--- src/rtl/ts_cap_pkg.sv ---
package ts_cap_pkg;

  localparam int TYPE_W = 4;

  typedef enum logic [TYPE_W-1:0] {
    EV_HWPUSH  = 4'd0,
    EV_ETH_RX  = 4'd1,
    EV_ETH_TX  = 4'd2,
    EV_HOST_TX = 4'd3,
    EV_SW_PUSH = 4'd4,
    EV_ROLL    = 4'd5,
    EV_HALF    = 4'd6
  } ev_type_e;

  // number of non-hardware event sources after the push inputs
  localparam int N_FIXED_EV = 6;

endpackage

--- src/rtl/ts_time_base.sv ---
module ts_time_base #(
  parameter int CNT_W   = 32,
  parameter int FRAC_W  = 32,
  parameter int PPH_DIV = 3600
) (
  input  logic              clk,
  input  logic              rst,
  input  logic              trim_pph,
  input  logic              trim_neg,
  input  logic [FRAC_W-1:0] trim_frac,
  output logic [CNT_W-1:0]  cnt_o,
  output logic              roll_o,
  output logic              half_o
);

  localparam int DIV_W = (PPH_DIV > 1) ? $clog2(PPH_DIV) : 1;
  localparam logic [DIV_W-1:0] DIV_LAST = DIV_W'(PPH_DIV - 1);

  logic [DIV_W-1:0]  div_q;
  logic [FRAC_W-1:0] acc_q;
  logic [CNT_W-1:0]  cnt_q;
  logic              msb_q;
  logic              tick;
  logic              carry;
  logic [FRAC_W:0]   acc_sum;
  logic [1:0]        step;

  always_comb begin
    tick    = !trim_pph || (div_q == DIV_LAST);
    acc_sum = {1'b0, acc_q} + {1'b0, trim_frac};
    carry   = tick && acc_sum[FRAC_W];
    if (!carry)        step = 2'd1;
    else if (trim_neg) step = 2'd0;
    else               step = 2'd2;
  end

  always_ff @(posedge clk) begin
    if (rst) begin
      div_q <= '0;
      acc_q <= '0;
      cnt_q <= '0;
      msb_q <= 1'b0;
    end else begin
      div_q <= (div_q == DIV_LAST) ? '0 : div_q + 1'b1;
      if (tick) acc_q <= acc_sum[FRAC_W-1:0];
      cnt_q <= cnt_q + CNT_W'(step);
      msb_q <= cnt_q[CNT_W-1];
    end
  end

  assign cnt_o  = cnt_q;
  assign roll_o = msb_q & ~cnt_q[CNT_W-1];
  assign half_o = ~msb_q & cnt_q[CNT_W-1];

endmodule

--- src/rtl/ts_event_stage.sv ---
module ts_event_stage #(
  parameter int NUM_EV = 14,
  parameter int CNT_W  = 32,
  parameter int IDX_W  = $clog2(NUM_EV)
) (
  input  logic              clk,
  input  logic              rst,
  input  logic [NUM_EV-1:0] ev_i,
  input  logic [CNT_W-1:0]  stamp_i,
  output logic              win_vld_o,
  output logic [IDX_W-1:0]  win_idx_o,
  output logic [CNT_W-1:0]  win_ts_o,
  output logic              clash_o
);

  logic [NUM_EV-1:0] slot_v;
  logic [CNT_W-1:0]  slot_ts [NUM_EV];
  logic [NUM_EV-1:0] take;
  logic [NUM_EV-1:0] clash;
  logic [NUM_EV-1:0] load;

  // lowest index wins
  always_comb begin
    win_vld_o = 1'b0;
    win_idx_o = '0;
    win_ts_o  = '0;
    for (int i = NUM_EV - 1; i >= 0; i--) begin
      if (slot_v[i]) begin
        win_vld_o = 1'b1;
        win_idx_o = IDX_W'(i);
        win_ts_o  = slot_ts[i];
      end
    end
  end

  for (genvar g = 0; g < NUM_EV; g++) begin : g_slot
    assign take[g]  = win_vld_o && (win_idx_o == IDX_W'(g));
    assign load[g]  = ev_i[g] && (!slot_v[g] || take[g]);
    assign clash[g] = ev_i[g] && slot_v[g] && !take[g];
  end

  always_ff @(posedge clk) begin
    if (rst) begin
      slot_v <= '0;
    end else begin
      for (int i = 0; i < NUM_EV; i++) begin
        if (load[i])      slot_v[i] <= 1'b1;
        else if (take[i]) slot_v[i] <= 1'b0;
      end
    end
  end

  always_ff @(posedge clk) begin
    for (int i = 0; i < NUM_EV; i++) begin
      if (load[i]) slot_ts[i] <= stamp_i;
    end
  end

  assign clash_o = |clash;

endmodule

--- src/rtl/ts_event_fifo.sv ---
module ts_event_fifo #(
  parameter int W     = 39,
  parameter int DEPTH = 16,
  parameter int AW    = (DEPTH > 1) ? $clog2(DEPTH) : 1,
  parameter int CW    = $clog2(DEPTH + 1)
) (
  input  logic          clk,
  input  logic          rst,
  input  logic          wr_req,
  input  logic [W-1:0]  wr_data,
  input  logic          rd_pop,
  output logic [W-1:0]  rd_data,
  output logic          not_empty,
  output logic          full,
  output logic          wr_done,
  output logic [CW-1:0] count
);

  localparam logic [AW-1:0] PTR_LAST = AW'(DEPTH - 1);

  logic [W-1:0]  mem [DEPTH];
  logic [AW-1:0] wr_ptr;
  logic [AW-1:0] rd_ptr;
  logic          do_rd;

  assign full      = (count == CW'(DEPTH));
  assign not_empty = (count != '0);
  assign wr_done   = wr_req && !full;
  assign do_rd     = rd_pop && not_empty;

  always_ff @(posedge clk) begin
    if (wr_done) mem[wr_ptr] <= wr_data;
  end

  always_ff @(posedge clk) begin
    if (rst) begin
      wr_ptr <= '0;
      rd_ptr <= '0;
      count  <= '0;
    end else begin
      if (wr_done) wr_ptr <= (wr_ptr == PTR_LAST) ? '0 : wr_ptr + 1'b1;
      if (do_rd)   rd_ptr <= (rd_ptr == PTR_LAST) ? '0 : rd_ptr + 1'b1;
      count <= count + CW'(wr_done) - CW'(do_rd);
    end
  end

  assign rd_data = mem[rd_ptr];

endmodule

--- src/rtl/ts_capture_unit.sv ---
module ts_capture_unit #(
  parameter int CNT_W      = 32,
  parameter int FRAC_W     = 32,
  parameter int PPH_DIV    = 3600,
  parameter int NUM_HW     = 8,
  parameter int FIFO_DEPTH = 16,
  parameter int SRC_W      = $clog2(NUM_HW)
) (
  input  logic                         clk,
  input  logic                         rst,
  input  logic [NUM_HW-1:0]            hw_push_i,
  input  logic                         eth_rx_i,
  input  logic                         eth_tx_i,
  input  logic                         host_tx_i,
  input  logic                         sw_push_i,
  input  logic                         trim_pph_i,
  input  logic                         trim_neg_i,
  input  logic [FRAC_W-1:0]            trim_frac_i,
  input  logic                         rd_pop_i,
  input  logic                         ovf_clr_i,
  output logic                         rd_valid_o,
  output logic [ts_cap_pkg::TYPE_W-1:0] rd_type_o,
  output logic [SRC_W-1:0]             rd_src_o,
  output logic [CNT_W-1:0]             rd_stamp_o,
  output logic                         ovf_o
);

  import ts_cap_pkg::*;

  localparam int NUM_EV  = NUM_HW + N_FIXED_EV;
  localparam int IDX_W   = $clog2(NUM_EV);
  localparam int ENT_W   = TYPE_W + SRC_W + CNT_W;
  localparam int FCNT_W  = $clog2(FIFO_DEPTH + 1);

  logic [CNT_W-1:0]  time_now;
  logic              ev_roll;
  logic              ev_half;
  logic [NUM_HW-1:0] hw_q;
  logic [NUM_EV-1:0] ev_vec;
  logic              win_vld;
  logic [IDX_W-1:0]  win_idx;
  logic [CNT_W-1:0]  win_ts;
  logic              clash;
  logic [TYPE_W-1:0] win_type;
  logic [SRC_W-1:0]  win_src;
  logic [ENT_W-1:0]  head;
  logic              fifo_full;
  logic              fifo_wr;
  logic [FCNT_W-1:0] fifo_cnt;
  logic              drop;
  logic              ovf_q;

  ts_time_base #(
    .CNT_W  (CNT_W),
    .FRAC_W (FRAC_W),
    .PPH_DIV(PPH_DIV)
  ) u_time (
    .clk      (clk),
    .rst      (rst),
    .trim_pph (trim_pph_i),
    .trim_neg (trim_neg_i),
    .trim_frac(trim_frac_i),
    .cnt_o    (time_now),
    .roll_o   (ev_roll),
    .half_o   (ev_half)
  );

  always_ff @(posedge clk) begin
    if (rst) hw_q <= '0;
    else     hw_q <= hw_push_i;
  end

  assign ev_vec = {ev_half, ev_roll, sw_push_i, host_tx_i, eth_tx_i, eth_rx_i,
                   hw_push_i & ~hw_q};

  ts_event_stage #(
    .NUM_EV(NUM_EV),
    .CNT_W (CNT_W),
    .IDX_W (IDX_W)
  ) u_stage (
    .clk      (clk),
    .rst      (rst),
    .ev_i     (ev_vec),
    .stamp_i  (time_now),
    .win_vld_o(win_vld),
    .win_idx_o(win_idx),
    .win_ts_o (win_ts),
    .clash_o  (clash)
  );

  always_comb begin
    if (win_idx < IDX_W'(NUM_HW)) begin
      win_type = EV_HWPUSH;
      win_src  = SRC_W'(win_idx);
    end else begin
      win_type = TYPE_W'(win_idx - IDX_W'(NUM_HW) + IDX_W'(1));
      win_src  = '0;
    end
  end

  ts_event_fifo #(
    .W    (ENT_W),
    .DEPTH(FIFO_DEPTH),
    .CW   (FCNT_W)
  ) u_fifo (
    .clk      (clk),
    .rst      (rst),
    .wr_req   (win_vld),
    .wr_data  ({win_type, win_src, win_ts}),
    .rd_pop   (rd_pop_i),
    .rd_data  (head),
    .not_empty(rd_valid_o),
    .full     (fifo_full),
    .wr_done  (fifo_wr),
    .count    (fifo_cnt)
  );

  assign drop = (win_vld && fifo_full) || clash;

  always_ff @(posedge clk) begin
    if (rst)            ovf_q <= 1'b0;
    else if (drop)      ovf_q <= 1'b1;
    else if (ovf_clr_i) ovf_q <= 1'b0;
  end

  assign ovf_o      = ovf_q;
  assign rd_type_o  = head[ENT_W-1 -: TYPE_W];
  assign rd_src_o   = head[CNT_W +: SRC_W];
  assign rd_stamp_o = head[CNT_W-1:0];

endmodule

--- config.mk ---
export PLATFORM = sky130hd
export DESIGN_NAME = ts_capture_unit
export DESIGN_NICKNAME = d
export VERILOG_FILES = /design/src/rtl/ts_cap_pkg.sv /design/src/rtl/ts_time_base.sv /design/src/rtl/ts_event_stage.sv /design/src/rtl/ts_event_fifo.sv /design/src/rtl/ts_capture_unit.sv
export SDC_FILE = /design/constraint.sdc
export NUM_CORES = 1
export LEC_CHECK = 0
export ABC_AREA = 0
export BUFFER_PORTS_ARGS = -buffer_cell sky130_fd_sc_hd__buf_2
export CAP_MARGIN = 0
export CORE_ASPECT_RATIO = 1.2
export CORE_MARGIN = 2
export CORE_UTILIZATION = 50
export CTS_CLUSTER_DIAMETER = 100
export DETAILED_ROUTE_END_ITERATION = 10
export GPL_ROUTABILITY_DRIVEN = 0
export MAX_ROUTING_LAYER = met4
export PLACE_DENSITY = 0.65
export SYNTH_ARGS = -nofsm -noshare
export SYNTH_HDL_FRONTEND = slang
export SYNTH_SLANG_ARGS = --single-unit
--- constraint.sdc ---
create_clock -name clk -period 4.2 [get_ports clk]
set_clock_uncertainty 0.1 [all_clocks]
set_input_delay 0.63 -clock clk [delete_from_list [all_inputs] [get_ports clk]]
set_output_delay 0.63 -clock clk [all_outputs]
set_load 0.02 [all_outputs]
# Word level (Yosys, flattened, before mapping)
# Memory sizes are Yosys's and may differ from the RTL's. A register that Yosys moved wholly into a read port is not among the register bits.
# Cells that the tools add are included.
# word_totals
regBits,113
ram_bits,1072
in_bits,50
output_inout_bits,41
word_cells,297
mem_count,2
# classes
n_addsub,9
magnitude_cmp,1
n_eq_ne,17
mux,113
bitwise_logic,6
n_reduce_logical,126
# memory_table
memory,depth,width,rd,rd_clocked_by_memory_dff,write_ports,line_no,source
u_fifo.mem,16,39,1,1,1,ts_event_fifo.sv:21,logic [W-1:0] mem [DEPTH];
u_stage.slot_ts,14,32,14,0,13,ts_event_stage.sv:17,logic [CNT_W-1:0] slot_ts [NUM_EV];
# op_table
operator,n
32-bit two-way mux,15
4-bit two-way mux,20
1-bit two-way mux,75
1-bit logical AND,60
32-bit by 32-bit adder with 33-bit output,1
32-bit by 2-bit adder with 32-bit output,1
"4-bit equality test, second input constant",8
32-bit OR reduction,1
1-bit zero test,30
2-bit nonzero test,15
"4-bit by 3-bit equality test with 1-bit output, second input constant",4
1-bit logical OR,16
14-bit OR reduction,1
"12-bit by 1-bit adder with 12-bit output, second input constant",1
"4-bit by 1-bit adder with 4-bit output, second input constant",3
"12-bit equality test, second input constant",1
8-bit AND,1
"4-bit by 2-bit equality test with 1-bit output, second input constant",2
8-bit NOT,1
5-bit by 1-bit adder with 5-bit output,1
"5-bit equality test, second input constant",1
5-bit nonzero test,1
5-bit by 1-bit subtractor with 5-bit output,1
"4-bit by 1-bit equality test with 1-bit output, second input constant",1
other kinds (8),11

# Depth between registers and ports, before layout
# Gate-level depths: netlist of the first run.
# logic_depth
ltp_word,22
mapped_depth,20
ltp_nobuf,19

# Hierarchy
# A second synthesis of the first run with hierarchy kept.
# unflattened
hier_cells,2799
hier_area_um2,47010.1
# by_module_without_submodules
module,n_inst,cells_each,area_each_um2,seq_area_each_um2
ts_event_fifo,1,1067,24218.2,19078.3
ts_event_stage,1,1078,17486.8,13733.2
ts_time_base,1,617,4941.0,1541.5
ts_capture_unit,1,37,364.1,180.2

# Least setup slack after synthesis of the first run
# No wires, ideal clock.
# synth_timing
path_type,reg2reg
from,register u_stage.slot_v[4]
to,"memory u_fifo.mem[3][0], enable pin"
setup_time_ns,0.484
arrival_time_ns,4.046
required_time_ns,3.616
setup_slack_ns,-0.429
stages_incl_launch_ff,8
n_path_buf,1
period_less_slack_ns,4.629
path_cell_list,dfxtp_1 > clkbuf_1 > nor2_1 > and3_1 > nor4b_4 > a21oi_2 > nand2_1 > nor3_1
# synth_between
elab_chain_cells,8
# synth_lines
item,line_no,source
"start, declared",ts_event_stage.sv:16,logic [NUM_EV-1:0] slot_v;
"start signal, assigned",ts_event_stage.sv:44,slot_v <= '0;
"start signal, assigned by index",ts_event_stage.sv:47,if (load[i]) slot_v[i] <= 1'b1;
"start signal, assigned by index",ts_event_stage.sv:48,else if (take[i]) slot_v[i] <= 1'b0;
1-bit two-way mux (5 in series),ts_event_stage.sv:28,if (slot_v[i]) begin
1-bit logical AND,ts_event_fifo.sv:28,assign wr_done = wr_req && !full;
1-bit two-way mux,ts_event_fifo.sv:32,if (wr_done) mem[wr_ptr] <= wr_data;
1-bit two-way mux (implied by the code),ts_event_fifo.sv:32,
"end, declared",ts_event_fifo.sv:21,
# No other way between the ends.

# Final worst setup path of the first run
# layout_timing
from,register u_time.acc_q[0]
to,register u_time.cnt_q[31] (netlist: u_time.cnt_o[31])
# layout_between
elab_chain_cells,4
# layout_lines
item,line_no,source
"start, declared",ts_time_base.sv:20,logic [FRAC_W-1:0] acc_q;
"start signal, assigned",ts_time_base.sv:45,if (tick) acc_q <= acc_sum[FRAC_W-1:0];
32-bit by 32-bit adder with 33-bit output,ts_time_base.sv:30,"acc_sum = {1'b0, acc_q} + {1'b0, trim_frac};"
1-bit logical AND,ts_time_base.sv:31,carry = tick && acc_sum[FRAC_W];
2-bit two-way mux,ts_time_base.sv:32,if (!carry) step = 2'd1;
32-bit by 2-bit adder with 32-bit output,ts_time_base.sv:46,cnt_q <= cnt_q + CNT_W'(step);
"end signal, assigned",ts_time_base.sv:46,
"end, declared",ts_time_base.sv:21,logic [CNT_W-1:0] cnt_q;
# No other way between the ends.
# A chain may end at the register's enable or synchronous reset.

==> metrics.txt, run 1 <==
FF+latch count, synth=1,189; total gr overflow=0; synth unique cells=83; Synth top area share=0.689; 1st-iter DRT viols=2,134; worst hold margin=0.0964 ns; worst hold path class=in -> reg; pwr/cell area=567 nW/um2; startpoint types=register; grt met2 use=0.390; Post-synth top flop=edfxtp_1; Final setup viols=0; core box area=92,400 um2; busiest grt layer=met2; synth top area cells=edfxtp_1 (69%), mux4_2 (9.4%), dfxtp_1 (5.0%), a21oi_1 (1.4%), ha_1 (1.3%); LEAKAGE=17.5 nW; most common cell in the netlist=edfxtp_1; met3 usage=0.0254; overall routing resource usage=0.226; CP Max Fanout=3; CP delay by family, top=simple AND/OR/NAND/NOR gates; Slowest cell on crit path=fa_2; Placement Rows=122; Routed WL=105,000 um; Setup crit end kind=register; cell taking the most area after synthesis=edfxtp_1; Synth top cells by count=edfxtp_1 (1,072), mux4_2 (195), a21oi_1 (126); Vert. Die Dim=339 um; clock sink count=1,189; Routed wire per std cell=25.1 um; I/O Pins=91; final hold violations=0; via count=25,100; fill count=6,892; worst-margin pin slew=1.18 ns; crit path cell chain=ha_4 -> fa_2 -> a211oi_2 -> o21ai_2 -> nor4_4 -> nor3_2 -> o21ai_1 -> a21oi_1 -> o21ai_1 -> buf_4 -> nor2_4 -> ha_4 -> a21o_1 -> nand2_2 -> nor3_4 -> and3_4 -> and4_4 -> nand3_2 -> xor2_1 -> nor2_1; Worst path max stage delay=0.41 ns; CTS max path bufs=3; critical path type=reg -> reg; # DRC=0; initial antenna violation count=2; setup slack, reg-to-reg=0.16 ns; CP bufs+invs=1; Worst EP arrival=4.55 ns; Cells after Synth=2,635; Seq/Total Area, Yosys=0.739; dpl cell area=49,700 um2; RSZ-0062 raised after global routing=true; clk slew on worst S/H paths=0.06 ns; CTS tree=yes; first-pass GRT wire length=159,000 um; Final period util=0.961; status=complete, no violations; Pins Over Slew Limit=0; Antenna Violating Nets Remaining=0; Final Cell Area=53,600 um2; VDD IR-drop max=457 uV; post-route minimum period=4.04 ns; final worst setup slack=0.162 ns; area of the mapped netlist=46,700 um2; met1 Track Usage GR=0.283; drt via density=5.99; largest net degree at the start of global routing=70; FFs w/ async S/R, synth=0; number of global-route vias before repair=25,800; H-tree depth=3; Fmax=248 MHz; Root Driver=clkbuf_16; Num CTS Buffers=112; dpl ws=-0.376 ns; starting density of the core=0.506; Skew-Pair Late Insertion Delay=0.69 ns; I/O Buffers=90; area grow syn2layout=14.7%; DR pass1 iterations=7; layout cells sized above 1=0.225; maxcap violations=0; Ys Warns=0; mean post-synth cell area=17.7 um2; nets=2,948; DP HPWL=60,900 um; full die area=95,900 um2; Slew Limit Headroom=0.209; Die W=283 um; number of synthesized flops with an enable pin=1,072; CP required=4.71 ns
[power by group]
part           switching [mW]  internal, mW  total [mW]
clock network            4.29          6.02        10.3
logic                    3.22          2.29        5.51
registers               0.363          14.2        14.6
total                    7.87          22.5        30.4
[cell families after synthesis]
kind of cell               Yosys count  synth area share
xor gates and xnor gates            59            0.0111
adders and majority gates           53            0.0147
buffers and inverters              194            0.0170
and+or+nand+nor                    413            0.0460
AOI/OAI and AO/OA                  527            0.0769
DFF                               1189             0.739
muxes                              199            0.0949
other                                1         0.0000803
[cell usage in the layout (no fill, tap or decap), drive strengths merged, types with 24 or more instances in the layout]
master | Yosys | final
a211oi | 26 | 26
a21oi | 127 | 127
a221oi | 59 | 59
a22oi | 25 | 25
a31oi | 31 | 31
buf | 41 | 220
clkbuf | 98 | 145
clkinv | 4 | 43
dfxtp | 117 | 117
edfxtp | 1072 | 1072
ha | 50 | 50
inv | 51 | 57
mux4 | 195 | 195
nand2 | 84 | 84
nand2b | 27 | 27
nand3 | 31 | 31
nor2 | 125 | 125
nor2b | 44 | 44
nor3 | 26 | 26
o21ai | 62 | 62
o221ai | 25 | 25
o22ai | 52 | 52
o31ai | 33 | 33
xnor2 | 24 | 24
xor2 | 35 | 35
[final cells by class]
| cell class | count | area, um2 | share of cell area |
|---|---|---|---|
| clock inverter | 65 | 758 | 0.0142 |
| inverter | 55 | 206 | 0.00385 |
| timing repair buffer | 220 | 1700 | 0.0316 |
| tap | 1240 | 1550 | 0.0290 |
| multi-input combinational | 1267 | 11800 | 0.220 |
| antenna | 2 | 5.00 | 0.0000934 |
| sequential | 1189 | 34500 | 0.645 |
| clock buffer | 145 | 3030 | 0.0565 |
[layer usage]
layer	share of wire	vias up
li1	-	11100
met1	0.40	13000
met2	0.52	786
met3	0.052	168
met4	0.024	0
met5	0	-
[metrics by stage]
step           total power [mW]   util  TNS [ns]  instances
4_1_cts                    30.7  0.579         0       4175
6_report                   30.4  0.580         0       4183
3_5_place_dp               20.4  0.538     -3.65       3965
5_1_grt                    31.5  0.580    -0.125       4183
3_3_place_gp               20.2  0.538     -3.42       3965
2_1_floorplan              18.4      -         0       2650
[what timing repair did]
action | 4_1_cts | 5_1_grt
endpoints found under the setup margin | 0 | 12
buffers inserted | 0 | 6
hold buffers | 0 | 0
resized for setup | 0 | 15
[state kept, by name, indices dropped and copies added, names as in the netlist, named ones only]
| signal | count |
|---|---|
| u_time.cnt_o | 32 |
| hw_q | 8 |
| u_time.msb_q | 1 |
| u_fifo.wr_ptr | 4 |
| u_fifo.mem | 624 |
| u_fifo.count | 5 |
| u_time.div_q | 12 |
| u_stage.slot_v | 14 |
| u_stage.slot_ts | 448 |
| ovf_o | 1 |
| u_fifo.rd_ptr | 4 |
| u_time.acc_q | 32 |
[path summary, 6_finish.rpt]
check / end / depth (start not counted) / startpoint
hold reg to reg: u_time.div_q[0]$_SDFF_PP0_ / 1 / u_time.div_q[0]$_SDFF_PP0_
hold / removal: hw_q[1]$_SDFF_PP0_ / 2 / hw_push_i[1]
setup / recovery: u_time.cnt_o[31]$_SDFF_PP0_ / 20 / u_time.acc_q[0]$_SDFFE_PP0P_
setup reg to reg: u_time.cnt_o[31]$_SDFF_PP0_ / 20 / u_time.acc_q[0]$_SDFFE_PP0P_
(Power assumes the default switching activity.)
==> inputs of run 2 (changes only) <==
CORE_MARGIN = 1.5   (was 2)
CORE_UTILIZATION = 40   (was 50)
PLACE_DENSITY = 0.54   (was 0.65)
==> metrics.txt, run 2 (synthesized netlist as in run 1, its figures left out) <==
status=complete, no violations; CTS max path bufs=3 (unchanged); clock sink count=1,189 (unchanged); Pint=22.4 mW (-0.74%); Fmax=248 MHz (about the same); Die W=315 um (+11%); LEAKAGE=17.6 nW (+0.28%); I/O Pins=91 (unchanged); Root Driver=clkbuf_16; worst hold path class=in -> reg; combinational power share=0.184 (+0.003); maxcap violations=0 (unchanged); DP HPWL=67,100 um (+10%); Setup crit end kind=register; Slew Limit Headroom=0.188 (-0.0209); CP required=4.66 ns (-0.05 ns); nets=2,961 (+0.44%); r2r startpoint=u_time.acc_q[0]$_SDFFE_PP0P_; area grow syn2layout=15.4%; dpl cell area=50,100 um2 (+0.81%); startpoint types=register; final hold violations=0 (unchanged); Vert. Die Dim=377 um (+11%); VDD IR-drop max=406 uV (-11%); Most flops, register=u_fifo.mem; initial antenna violation count=2 (unchanged); drt via density=5.52 (-7.8%); Skew-Pair Late Insertion Delay=0.72 ns (+0.03 ns); hold path startpoint=hw_push_i[4]; CP Max Fanout=4 (+1); worst hold margin=0.0522 ns (-0.0442 ns); max reg flops=624 (unchanged); most frequent cells in the layout=edfxtp_1 (1,072), mux4_2 (195), buf_4 (122); clk slew on worst S/H paths=0.06 ns (about the same); commonest non-fill, non-tap cell in the layout=edfxtp_1; Reg power frac=0.480 (about the same); RSZ-0062 raised after global routing=true; DR pass1 iterations=7 (unchanged); 1st-iter DRT viols=1,642 (-23%); largest net degree at the start of global routing=56 (-20%); layout cells sized above 1=0.226 (+0.000996); Placement Rows=137 (+12%); Final Cell Area=53,900 um2 (+0.63%); I/O Buffers=90 (unchanged); Routed WL=112,000 um (+6.4%); pwr/cell area=563 nW/um2 (-0.80%); number of global-route vias before repair=26,100 (+1.3%); total gr overflow=0 (unchanged); Antenna Violating Nets Remaining=0 (unchanged); Worst EP arrival=4.50 ns (-0.05 ns); Routed wire per std cell=24.9 um (-0.84%); Pins Over Slew Limit=0 (unchanged); worst-margin pin slew=1.22 ns (+0.0341 ns); overall routing resource usage=0.195 (-0.0308); CTS tree=yes; Final period util=0.961 (about the same); Final setup viols=0 (unchanged); setup TNS=0 ns (unchanged); Num CTS Buffers=115 (+2.7%); Worst Setup SP=u_time.acc_q[0]$_SDFFE_PP0P_; Psw=7.98 mW (+1.4%); full die area=119,000 um2 (+24%); starting density of the core=0.402 (-0.103); first-pass GRT wire length=167,000 um (+5.2%); via count=24,800 (-1.0%); post-route minimum period=4.04 ns (+0.0000330 ns); switching part of the total=0.263 (+0.00417); top flop regs=u_fifo.mem x624, u_stage.slot_ts x448; Clk network pwr share=0.336 (-0.003); core box area=116,000 um2 (+26%); H-tree depth=3 (unchanged); critical path type=reg -> reg; # DRC=0 (unchanged); Layout Utilization=0.465 (-0.116)
==> run 2: cell count changes in the layout (fill, tap and decap cells not counted), sizes merged <==
cell         previous run  this run
buf                   220       229
bufinv                 15        11
clkbuf                145       153
clkinv                 43        49
clkinvlp                5         3
dlygate4sd3             0         1
==> run 2: critical path: stages, from the launching register on <==
cell	delay (ns)
dfxtp_2	0.34
ha_4	0.16
fa_2	0.34
a211oi_2	0.25
o21ai_2	0.11
nor4_4	0.38
nor3_2	0.10
o21ai_2	0.17
a21oi_2	0.08
o21ai_2	0.25
nor2_2	0.06
ha_1	0.28
a21o_1	0.14
nand2_2	0.08
nor3_4	0.25
and3_4	0.21
and4_4	0.25
nand3_2	0.08
xor2_1	0.19
nor2_1	0.05
==> run 2: path summary, 6_finish.rpt <==
check                                                   end  slack, ns  cells after the start
worst max-delay path            u_time.cnt_o[31]$_SDFF_PP0_       0.16                     19
worst min-delay path                     hw_q[4]$_SDFF_PP0_       0.05                      2
worst max register to register  u_time.cnt_o[31]$_SDFF_PP0_       0.16                     19
worst min register to register   u_time.div_q[0]$_SDFF_PP0_       0.35                      1
==> run 2: final cells by class <==
cell class,instances,area (um2)
Clock inverter,65,612
Fill cell,9702,62100
Antenna cell,2,5.00
Clock buffer,153,3100
Tap cell,1529,1910
Timing Repair Buffer,230,1720
Sequential cell,1189,34500
Multi-Input combinational cell,1267,11800
Inverter,55,206
==> run 2: power by group through the flow <==
stage	registers [mW]	logic [mW]	clock network [mW]
2_1_floorplan	14.7	3.68	0
3_3_place_gp	14.8	5.59	0
3_5_place_dp	14.8	5.69	0
4_1_cts	14.6	5.71	10.4
5_1_grt	14.7	6.04	10.9
6_report	14.6	5.58	10.2
==> run 2: stage by stage <==
stage / worst slack (ns) / total power, mW / instances
global route: -0.0952 / 31.6 / 4490
CTS: 0.0799 / 30.7 / 4485
floorplan: 0.0364 / 18.4 / 2650
finish: 0.162 / 30.3 / 4490
global placement: -0.407 / 20.4 / 4266
detailed placement: -0.411 / 20.5 / 4266
==> run 2: timing repair <==
action / 4_1_cts / 5_1_grt
hold buffers: 1 / 0
setup endpoints to repair: 3 / 13
cloned: 0 / 0
gates resized for setup: 1 / 21
buffers inserted: 0 / 3
pin swaps: 0 / 12
hold endpoints to repair: 1 / 0
==> run 2: layer usage <==
metal  GRT usage  routed length [um]  vias up
li1            -                   -    11100
met1       0.226               44900    13000
met2       0.356               60600      540
met3      0.0234                4440      117
met4      0.0495                1830        0
met5           -                   0        -
